--- config.mk ---
export PLATFORM = sky130hd
export DESIGN_NAME = usb_evt_status
export DESIGN_NICKNAME = d
export VERILOG_FILES = /design/src/rtl/usb_evt_status.sv
export SDC_FILE = /design/constraint.sdc
export NUM_CORES = 1
export LEC_CHECK = 0
export ABC_AREA = 1
export BUFFER_PORTS_ARGS = -buffer_cell sky130_fd_sc_hd__buf_4
export CAP_MARGIN = 20
export CELL_PAD_IN_SITES_DETAIL_PLACEMENT = 0
export CELL_PAD_IN_SITES_GLOBAL_PLACEMENT = 1
export CORE_UTILIZATION = 27
export DETAILED_ROUTE_END_ITERATION = 8
export GPL_ROUTABILITY_DRIVEN = 0
export PLACE_DENSITY = 0.87
export SYNTH_ARGS = -nofsm -noshare
export SYNTH_HDL_FRONTEND = slang
export SYNTH_SLANG_ARGS = --single-unit
--- constraint.sdc ---
create_clock -name clk -period 1 [get_ports clk]
set_clock_uncertainty 0.05 [all_clocks]
set_input_delay 0.05 -clock clk [delete_from_list [all_inputs] [get_ports clk]]
set_output_delay 0.05 -clock clk [all_outputs]
set_load 0.05 [all_outputs]
--- src/rtl/usb_evt_status.sv ---
module usb_evt_status #(
  parameter int EP_W = 4,
  parameter int DW   = 16,
  parameter int AW   = 2
) (
  input  logic            clk,
  input  logic            rst_n,
  input  logic            bus_wr,
  input  logic [AW-1:0]   bus_addr,
  input  logic [DW-1:0]   bus_wdata,
  output logic [DW-1:0]   bus_rdata,
  input  logic            xfer_done,
  input  logic            xfer_dir,
  input  logic [EP_W-1:0] xfer_ep,
  input  logic            pma_late,
  input  logic            err_timeout,
  input  logic            err_crc,
  input  logic            err_stuff,
  input  logic            err_frame,
  input  logic            wake_evt,
  input  logic            susp_evt,
  input  logic            busrst_evt,
  input  logic            rx_req,
  input  logic            tx_req,
  output logic            rx_en,
  output logic            tx_en,
  output logic            irq
);
  localparam int NF  = 6;
  localparam int FLO = DW - NF;
  localparam int PAD = FLO - EP_W - 1;

  logic [NF-1:0]   flg;
  logic [NF-1:0]   mask;
  logic            dir_q;
  logic [EP_W-1:0] ep_q;
  logic [NF-2:0]   hw_set;
  logic [NF-2:0]   keep;
  logic            wr_stat, wr_mask;

  assign hw_set  = {pma_late, err_timeout | err_crc | err_stuff | err_frame,
                    wake_evt, susp_evt, busrst_evt};
  assign wr_stat = bus_wr && (bus_addr == AW'(0));
  assign wr_mask = bus_wr && (bus_addr == AW'(1));
  assign keep    = wr_stat ? bus_wdata[DW-2:FLO] : '1;

  always_ff @(posedge clk or negedge rst_n) begin
    if (!rst_n) begin
      flg   <= '0;
      mask  <= '0;
      dir_q <= 1'b0;
      ep_q  <= '0;
    end else begin
      flg[NF-1]   <= xfer_done;
      flg[NF-2:0] <= hw_set | (flg[NF-2:0] & keep);
      if (xfer_done && !flg[NF-1]) begin
        dir_q <= xfer_dir;
        ep_q  <= xfer_ep;
      end
      if (wr_mask) mask <= bus_wdata[DW-1:FLO];
    end
  end

  always_comb begin
    case (bus_addr)
      AW'(0):  bus_rdata = {flg, {PAD{1'b0}}, dir_q, ep_q};
      AW'(1):  bus_rdata = {mask, {FLO{1'b0}}};
      default: bus_rdata = '0;
    endcase
  end

  assign rx_en = rx_req & ~flg[0];
  assign tx_en = tx_req & ~flg[0];
  assign irq   = |(flg & mask);
endmodule

After elaboration in Yosys (flattened, before gate mapping). Cells that the tools add are included.

Register bits after elaboration: 17. Input bits: 37. Output and inout port bits: 19. Word-level logic and storage cells: 22.

Equality and inequality tests: 1. Muxes and demuxes: 2. Bitwise logic cells: 9. Reduce and logical (&&, ||, !) cells: 6.

Operators with widths (number): one-hot mux 16 bit (2 select lines) (1); bitwise AND 6 bit (1); OR reduction 6 bit (1); bitwise AND 5 bit (1); 2-to-1 mux 5 bit (1); bitwise OR 5 bit (1); logical AND 1 bit (3); bitwise OR 1 bit (3); bitwise AND 1 bit (2); == test 2 x 1 -> 1 bit (second input constant) (1); logical NOT 2 bit (1); logical NOT 1 bit (1); inverter 1 bit (1).

Depth between registers and ports, before layout. Gate-level depths: netlist of run 1.

Word-level depth: 5. Mapped depth: 5. Mapped depth without buffers: 5.

Worst setup path after synthesis of run 1. No wires, ideal clock.

Kind: register to output. Start point: reg flg[5]. End point: out bus_rdata[15]. Arrival time: 1.477 ns. Data required time: 0.900 ns. Slack: -0.577 ns. Stages on the path, launching flop included: 3. Path buffers: 0. Path through: dfrtp_1 -> inv_1 -> o21ai_0.

Word-level cells in the longest chain between the ends: 1.

RTL lines: from (decl) (line 33) `logic [NF-1:0] flg;`; from (signal, indexed assignment) (line 54) `flg[NF-1] <= xfer_done;`; from (signal, indexed assignment) (line 55) `flg[NF-2:0] <= hw_set | (flg[NF-2:0] & keep);`; one-hot mux 16 bit (2 select lines) (line 65) `case (bus_addr)`; to (decl) (line 11) `output logic [DW-1:0] bus_rdata,`.

Every way passes these cells.

Final worst setup path of run 1.
Start point: reg flg[4]. End point: out irq.

Word-level cells in the longest chain between the ends: 2.

RTL lines: bitwise AND 6 bit (line 74) `assign irq = |(flg & mask);`; OR reduction 6 bit (line 74); to (decl) (line 27) `output logic irq`.

Every way passes these cells.

==> results of run 1 <==
-- cells in the mapped netlist --
master    n
a21oi_1   5
o21ai_0   1
nand3_1   5
conb_1    1
nand2_2   1
buf_4     6
nor2_4    2
dfrtp_1  17
inv_1    23
nand2_1  57
nor2_1   16
-- routing by layer --
layer / global-route usage / up-vias / wire [µm]
met4: 0.0698 / 0 / 27
met3: 0.0195 / 2 / 69
li1: - / 527 / -
met2: 0.257 / 23 / 1300
met1: 0.176 / 441 / 1040
met5: 0 / - / 0
-- placed cells by master (no fill, tap or decap), types with 3 or more instances in the layout --
cell type,count
a21oi_1,5
buf_4,35
buf_6,14
clkbuf_4,3
conb_1,5
dfrtp_1,17
dlygate4sd3_1,21
inv_1,17
inv_2,6
nand2_1,54
nand2_4,3
nand3_1,5
nor2_1,8
nor2_2,5
nor2_4,5
-- critical path: stages (launching register included) --
cell and delay [ns]:
dfrtp_1 0.40, nand2_1 0.07, nand2_1 0.06, nor2_2 0.11, nand2_1 0.07, buf_6 0.15
-- final cells by class --
class	instances	area, µm²
Timing Repair Buffer	72	666
Clock inverter	1	5.00
Multi-Input combinational cell	92	438
Tap cell	44	55.1
Inverter	23	86.3
Sequential cell	17	425
Clock buffer	3	22.5
Fill cell	295	1430
-- sequential cells by signal, summed over array words and instances (netlist names) --
| signal | cells |
|---|---|
| mask | 6 |
| ep_q | 4 |
| dir_q | 1 |
| flg | 6 |
-- power breakdown --
group | switching (W) | leakage, nW | internal (W)
Sequential | 0.0000452 | 0.186 | 0.000758
Clock | 0.000217 | 0.0177 | 0.000148
Combinational | 0.000438 | 0.725 | 0.000348
Total | 0.000701 | 0.929 | 0.00125
-- what timing repair did --
item,in CTS,in global routing
setup endpoints to repair,14,18
hold buffers,21,0
buffers inserted,3,2
gates resized for setup,26,8
pin swaps,9,3
endpoints found under the hold margin,34,0
-- stage by stage --
step / setup TNS [ns] / cell area [µm²] / hold slack [ns]
floorplan: -0.327 / 950 / -0.296
global placement: -0.0468 / 1320 / -0.122
detailed placement: -0.0413 / 1320 / -0.119
CTS: -1.69 / 1650 / 0.0448
global route: -2.50 / 1700 / 0.0453
finish: -1.50 / 1700 / 0.0500
-- logic make-up (layout without fill, tap and decap cells) --
| kind of cell | Yosys count | after routing | share of synthesized area |
|---|---|---|---|
| other cells | 1 | 5 | 0.00408 |
| buf+inv | 29 | 99 | 0.143 |
| simple gates | 81 | 81 | 0.357 |
| compound gates | 6 | 6 | 0.0327 |
| flops | 17 | 17 | 0.463 |
-- worst max path at each step --
| stage | start | to | slack, ns | cells past startpoint |
|---|---|---|---|---|
| global placement | bus_addr[1] | bus_rdata[15] | -0.05 | 5 |
| global route | mask[0]$_DFFE_PN0P_ | irq | -0.33 | 5 |
| floorplan | flg[0]$_DFF_PN0_ | rx_en | -0.16 | 1 |
| CTS | flg[0]$_DFF_PN0_ | irq | -0.27 | 5 |
| finish | flg[4]$_DFF_PN0_ | irq | -0.24 | 5 |
| detailed placement | bus_addr[1] | bus_rdata[15] | -0.02 | 5 |
==> metrics.txt, run 1 <==
# TYPE chip_impl_metric gauge
chip_impl_info{name="netlist.top_cell.by_area",value="dfrtp_1"} 1
chip_impl_metric{name="cts_made_buffers",unit=""} 3
chip_impl_info{name="reg2reg_from",value="flg[5]$_DFF_PN0_"} 1
chip_impl_metric{name="antenna_found_initial",unit=""} 0
chip_impl_metric{name="critPathArrivalTime",unit="ns"} 1.14
chip_impl_info{name="r2r-end",value="ep_q[1]$_DFFE_PN0P_"} 1
chip_impl_metric{name="vias_in_the_first_global_route",unit=""} 932
chip_impl_metric{name="grt_start_max_net_pins",unit=""} 18
chip_impl_metric{name="layout_setup_ws",unit="ns"} -0.241
chip_impl_metric{name="worst-r2r-setup-slack",unit="ns"} 0.12
chip_impl_metric{name="insertedDiodeCount",unit=""} 0
chip_impl_metric{name="route.vias.total",unit=""} 993
chip_impl_metric{name="drive_above_1_share",unit=""} 0.365
chip_impl_metric{name="fp-row-count",unit=""} 20
chip_impl_info{name="run_status",value="finished, violations left"} 1
chip_impl_metric{name="synthesis.area_per_instance",unit="µm²"} 6.85
chip_impl_metric{name="drt-wirelength-per-cell",unit="µm"} 9.68
chip_impl_info{name="violations_in_the_final_reports",value="negative setup slack"} 1
chip_impl_metric{name="antenna_violating_nets_post_route",unit=""} 0
chip_impl_metric{name="numPlacedInstances",unit=""} 222
chip_impl_metric{name="critical_path_peak_fanout",unit=""} 3
chip_impl_metric{name="worst_ep_required_time",unit="ns"} 0.90
chip_impl_metric{name="maxClockFrequency",unit="MHz"} 806
chip_impl_info{name="timing.hold.worst.class",value="in2reg"} 1
chip_impl_metric{name="die_area",unit="µm²"} 3640
chip_impl_metric{name="worstRegToRegCells",unit=""} 4
chip_impl_metric{name="synthesis.instances",unit=""} 134
chip_impl_metric{name="place_worst_setup_slack",unit="ns"} -0.0178
chip_impl_info{name="critPathLaunchType",value="flop"} 1
chip_impl_metric{name="cts_buffer_depth",unit=""} 2
chip_impl_info{name="yosys-top-cells-area",value="dfrtp_1, nand2_1, inv_1, nor2_1, buf_4"} 1
chip_impl_metric{name="setup_violations",unit=""} 14
chip_impl_metric{name="finalMaxSlewViolations",unit=""} 0
chip_impl_info{name="hold_end",value="flg[1]$_DFF_PN0_"} 1
chip_impl_metric{name="routed_wl",unit="µm"} 2440
chip_impl_info{name="cts_tree",value="done"} 1
chip_impl_metric{name="yosys.cell_types.count",unit=""} 11
chip_impl_metric{name="grt_overflow",unit=""} 0
chip_impl_metric{name="area_share_of_the_largest_cell_type_after_synthesis",unit=""} 0.463
chip_impl_metric{name="core",unit="µm²"} 3130
chip_impl_metric{name="die_span_y",unit="µm"} 60.3
chip_impl_metric{name="yosys_warning_total",unit=""} 0
chip_impl_metric{name="clock_insertion_delay_at_the_later_pin_of_the_skew_report",unit="ns"} 0.28
chip_impl_metric{name="fp.dieW",unit="µm"} 60.3
chip_impl_metric{name="synth.ff_latch_count",unit=""} 17
chip_impl_metric{name="num_io_pins",unit=""} 56
chip_impl_metric{name="final_util",unit=""} 0.543
chip_impl_metric{name="cts.sink_count",unit=""} 17
chip_impl_metric{name="h-tree-depth",unit=""} 1
chip_impl_metric{name="avgViaCountPerCell",unit=""} 3.94
chip_impl_metric{name="floorplan.initialDensity",unit=""} 0.294
chip_impl_metric{name="final.period_utilization",unit=""} 1.24
chip_impl_info{name="min-delay-start",value="bus_wr"} 1
chip_impl_metric{name="clk_pin_slew",unit="ns"} 0.10
chip_impl_metric{name="synthToLayoutAreaGrowth",unit="%"} 84.9
chip_impl_metric{name="layout.cells.non_filler",unit=""} 252
chip_impl_metric{name="maxCapViolCount",unit=""} 0
chip_impl_info{name="worst_setup_path_end_kind",value="primary output"} 1
chip_impl_metric{name="power.density",unit="nW/µm²"} 1150
chip_impl_metric{name="period_minus_slack",unit="ns"} 1.24
chip_impl_metric{name="place.detailed.hpwl",unit="µm"} 1630
chip_impl_metric{name="report.final.hold_viol_count",unit=""} 0
chip_impl_info{name="setup.worst_path.class",value="reg2out"} 1
chip_impl_metric{name="detail_route.iter0.violations",unit=""} 28
chip_impl_metric{name="detail_route.first_pass.iterations",unit=""} 4
chip_impl_metric{name="portBuffers",unit=""} 40
chip_impl_metric{name="remaining_drc_errors",unit=""} 0
chip_impl_metric{name="seq_area_frac_synth",unit=""} 0.463
chip_impl_metric{name="nNetsFinal",unit=""} 246
chip_impl_metric{name="grt_pass1_wl",unit="µm"} 3860
chip_impl_metric{name="power.leakage",unit="nW"} 0.929
chip_impl_metric{name="global_route_total_usage_across_every_layer",unit=""} 0.147
chip_impl_info{name="grt_setup_unrepaired",value="true"} 1
chip_impl_metric{name="synthesis.area",unit="µm²"} 918
chip_impl_metric{name="vdd_ir_drop_max",unit="mV"} 0.637
chip_impl_metric{name="hold-path-cell-count",unit=""} 4
chip_impl_info{name="ctsRootBufferMaster",value="clkbuf_4"} 1
chip_impl_metric{name="power_total",unit="W"} 0.00196
Note: power is estimated with default switching activity, not from simulation.
==> run 2: changes to the inputs <==
- GPL_TIMING_DRIVEN: unset -> 0
==> run 2 against run 1 <==
Net effect:
- the flow still finishes with violations (negative setup slack)
- clock-buffer cell count rose by 1
- final area grew 0.22%
- critical endpoint unchanged
- sequential cell count is the same
- global-route usage shrank 0.36 points
- fmax fell by 0.30%
- highest routed layer unchanged
==> metrics.txt, run 2 (synthesized netlist as in run 1, its figures left out) <==
# TYPE chip_impl_metric gauge
chip_impl_metric{name="report.final.hold_viol_count",unit=""} 0
chip_impl_metric{name="grt_pass1_wl",unit="µm"} 3790
chip_impl_metric{name="maxClockFrequency",unit="MHz"} 804
chip_impl_info{name="hold_end",value="flg[3]$_DFF_PN0_"} 1
chip_impl_metric{name="timing.critical_path.slowest_cell_delay",unit="ns"} 0.40
chip_impl_metric{name="antenna_violating_nets_post_route",unit=""} 0
chip_impl_metric{name="power_total",unit="W"} 0.00193
chip_impl_metric{name="global_route_total_usage_across_every_layer",unit=""} 0.143
chip_impl_info{name="run_status",value="finished, violations left"} 1
chip_impl_metric{name="maxCapViolCount",unit=""} 0
chip_impl_metric{name="grt_overflow",unit=""} 0
chip_impl_info{name="grt_setup_unrepaired",value="true"} 1
chip_impl_metric{name="power.density",unit="nW/µm²"} 1140
chip_impl_metric{name="floorplan.initialDensity",unit=""} 0.294
chip_impl_metric{name="worst_ep_required_time",unit="ns"} 0.90
chip_impl_metric{name="remaining_drc_errors",unit=""} 0
chip_impl_metric{name="clk_pin_slew",unit="ns"} 0.10
chip_impl_metric{name="cts_made_buffers",unit=""} 3
chip_impl_metric{name="synthToLayoutAreaGrowth",unit="%"} 85.3
chip_impl_metric{name="fp-row-count",unit=""} 20
chip_impl_metric{name="cts_buffer_depth",unit=""} 2
chip_impl_info{name="worst_setup_path_end_kind",value="primary output"} 1
chip_impl_metric{name="clock_insertion_delay_at_the_later_pin_of_the_skew_report",unit="ns"} 0.27
chip_impl_info{name="largestRegisters",value="flg x6, mask x6, ep_q x4"} 1
chip_impl_metric{name="avgViaCountPerCell",unit=""} 3.98
chip_impl_metric{name="worstRegToRegCells",unit=""} 4
chip_impl_metric{name="fp.dieW",unit="µm"} 60.3
chip_impl_metric{name="worst-r2r-setup-slack",unit="ns"} 0.13
chip_impl_metric{name="critical_path_peak_fanout",unit=""} 2
chip_impl_metric{name="insertedDiodeCount",unit=""} 0
chip_impl_metric{name="portBuffers",unit=""} 40
chip_impl_metric{name="whs",unit="ns"} 0.0464
chip_impl_info{name="critical-path-slowest-cell",value="dfrtp_1"} 1
chip_impl_metric{name="detail_route.first_pass.iterations",unit=""} 3
chip_impl_metric{name="cts.sink_count",unit=""} 17
chip_impl_info{name="ctsRootBufferMaster",value="clkbuf_4"} 1
chip_impl_metric{name="die_span_y",unit="µm"} 60.3
chip_impl_metric{name="final.fill_count",unit=""} 306
chip_impl_metric{name="layout_setup_ws",unit="ns"} -0.244
chip_impl_info{name="critPathLaunchType",value="flop"} 1
chip_impl_metric{name="vdd_ir_drop_max",unit="mV"} 0.518
chip_impl_metric{name="routed_wl",unit="µm"} 2400
chip_impl_info{name="critical_path.cell_chain",value="nand2_1, nand2_1, nor2_2, nand2_1, buf_6"} 1
chip_impl_metric{name="nNetsFinal",unit=""} 247
chip_impl_info{name="timing.critical_path.max_delay_family",value="flip-flops"} 1
chip_impl_info{name="cts_tree",value="done"} 1
chip_impl_info{name="setup.worst_path.class",value="reg2out"} 1
chip_impl_metric{name="num_io_pins",unit=""} 56
chip_impl_info{name="timing.hold.worst.class",value="in2reg"} 1
chip_impl_metric{name="route.vias.total",unit=""} 1007
chip_impl_metric{name="h-tree-depth",unit=""} 1
chip_impl_info{name="reg2reg_from",value="flg[5]$_DFF_PN0_"} 1
chip_impl_info{name="commonest_non_fill_non_tap_cells_in_the_layout",value="nand2_1, buf_4, dlygate4sd3_1, inv_1, dfrtp_1"} 1
chip_impl_metric{name="die_area",unit="µm²"} 3640
chip_impl_metric{name="core",unit="µm²"} 3130
chip_impl_metric{name="detail_route.iter0.violations",unit=""} 25
chip_impl_info{name="r2r-end",value="ep_q[3]$_DFFE_PN0P_"} 1
chip_impl_metric{name="place.detailed.hpwl",unit="µm"} 1580
chip_impl_metric{name="drt-wirelength-per-cell",unit="µm"} 9.47
chip_impl_metric{name="sum_of_buffers_and_inverters_on_the_critical_path",unit=""} 1
chip_impl_metric{name="grt_start_max_net_pins",unit=""} 18
chip_impl_info{name="crit_path_frequent_cell",value="nand2_1"} 1
chip_impl_info{name="mostFrequentLayoutCell",value="nand2_1"} 1
chip_impl_metric{name="critPathArrivalTime",unit="ns"} 1.14
chip_impl_metric{name="power.leakage",unit="nW"} 0.927
chip_impl_metric{name="antenna_found_initial",unit=""} 0
chip_impl_metric{name="vias_in_the_first_global_route",unit=""} 936
chip_impl_metric{name="setup_violations",unit=""} 14
chip_impl_metric{name="finalMaxSlewViolations",unit=""} 0
chip_impl_metric{name="period_minus_slack",unit="ns"} 1.24
chip_impl_metric{name="final.period_utilization",unit=""} 1.24
chip_impl_metric{name="drive_above_1_share",unit=""} 0.373
chip_impl_info{name="violations_in_the_final_reports",value="negative setup slack"} 1
chip_impl_metric{name="hold-path-cell-count",unit=""} 4
chip_impl_info{name="min-delay-start",value="bus_wr"} 1
## run 2: worst max-delay path by stage
stage | from | endpoint | slack, ns | depth (start not counted)
4_1_cts | flg[2]$_DFF_PN0_ | irq | -0.27 | 5
3_5_place_dp | flg[0]$_DFF_PN0_ | irq | -0.01 | 5
2_1_floorplan | flg[0]$_DFF_PN0_ | rx_en | -0.16 | 1
5_1_grt | flg[2]$_DFF_PN0_ | irq | -0.33 | 5
6_report | mask[2]$_DFFE_PN0P_ | irq | -0.24 | 5
3_3_place_gp | flg[0]$_DFF_PN0_ | irq | -0.02 | 5
## run 2: tightest hold or removal path, stage by stage
cell and delay [ns]:
buf_4 0.13, nand3_1 0.08, nand2_1 0.05, nand2_1 0.04
## run 2: area by class of cell
| type | count | area [µm²] | area share |
|---|---|---|---|
| tap | 44 | 55.1 | 0.0324 |
| timing repair buffer | 67 | 631 | 0.371 |
| sequential | 17 | 425 | 0.250 |
| multi-input combinational | 92 | 433 | 0.254 |
| clock buffer | 4 | 26.3 | 0.0154 |
| inverter | 23 | 86.3 | 0.0507 |
| buffer | 6 | 45.0 | 0.0265 |
## run 2: timing repair
item	CTS	global route
hold endpoints to repair	34	0
setup endpoints to repair	14	19
hold buffers	21	0
setup buffers	4	2
pin swaps	9	7
gates resized for setup	25	13
## run 2: report_power, final
group	internal, W	total [W]	switching (W)
Combinational	0.000347	0.000778	0.000430
Sequential	0.000759	0.000805	0.0000465
Clock	0.000155	0.000351	0.000196
## run 2: per-stage QoR
step | worst slack, ns | setup TNS, ns | instances | cell area (µm²) | util
after floorplan | -0.164 | -0.327 | 138 | 950 | -
after global placement | -0.0204 | -0.0226 | 222 | 1310 | 0.417
after detailed placement | -0.0109 | -0.0109 | 222 | 1310 | 0.417
after CTS | -0.272 | -1.66 | 251 | 1640 | 0.525
after global routing | -0.330 | -2.18 | 253 | 1700 | 0.544
final | -0.244 | -1.27 | 253 | 1700 | 0.544
## run 2: metal layers
layer,global-route usage,part of all wire,vias up
met5,0,0,-
met4,0.0864,0.011,0
met3,0.0152,0.030,2
met2,0.261,0.53,21
met1,0.159,0.43,453
li1,-,-,531
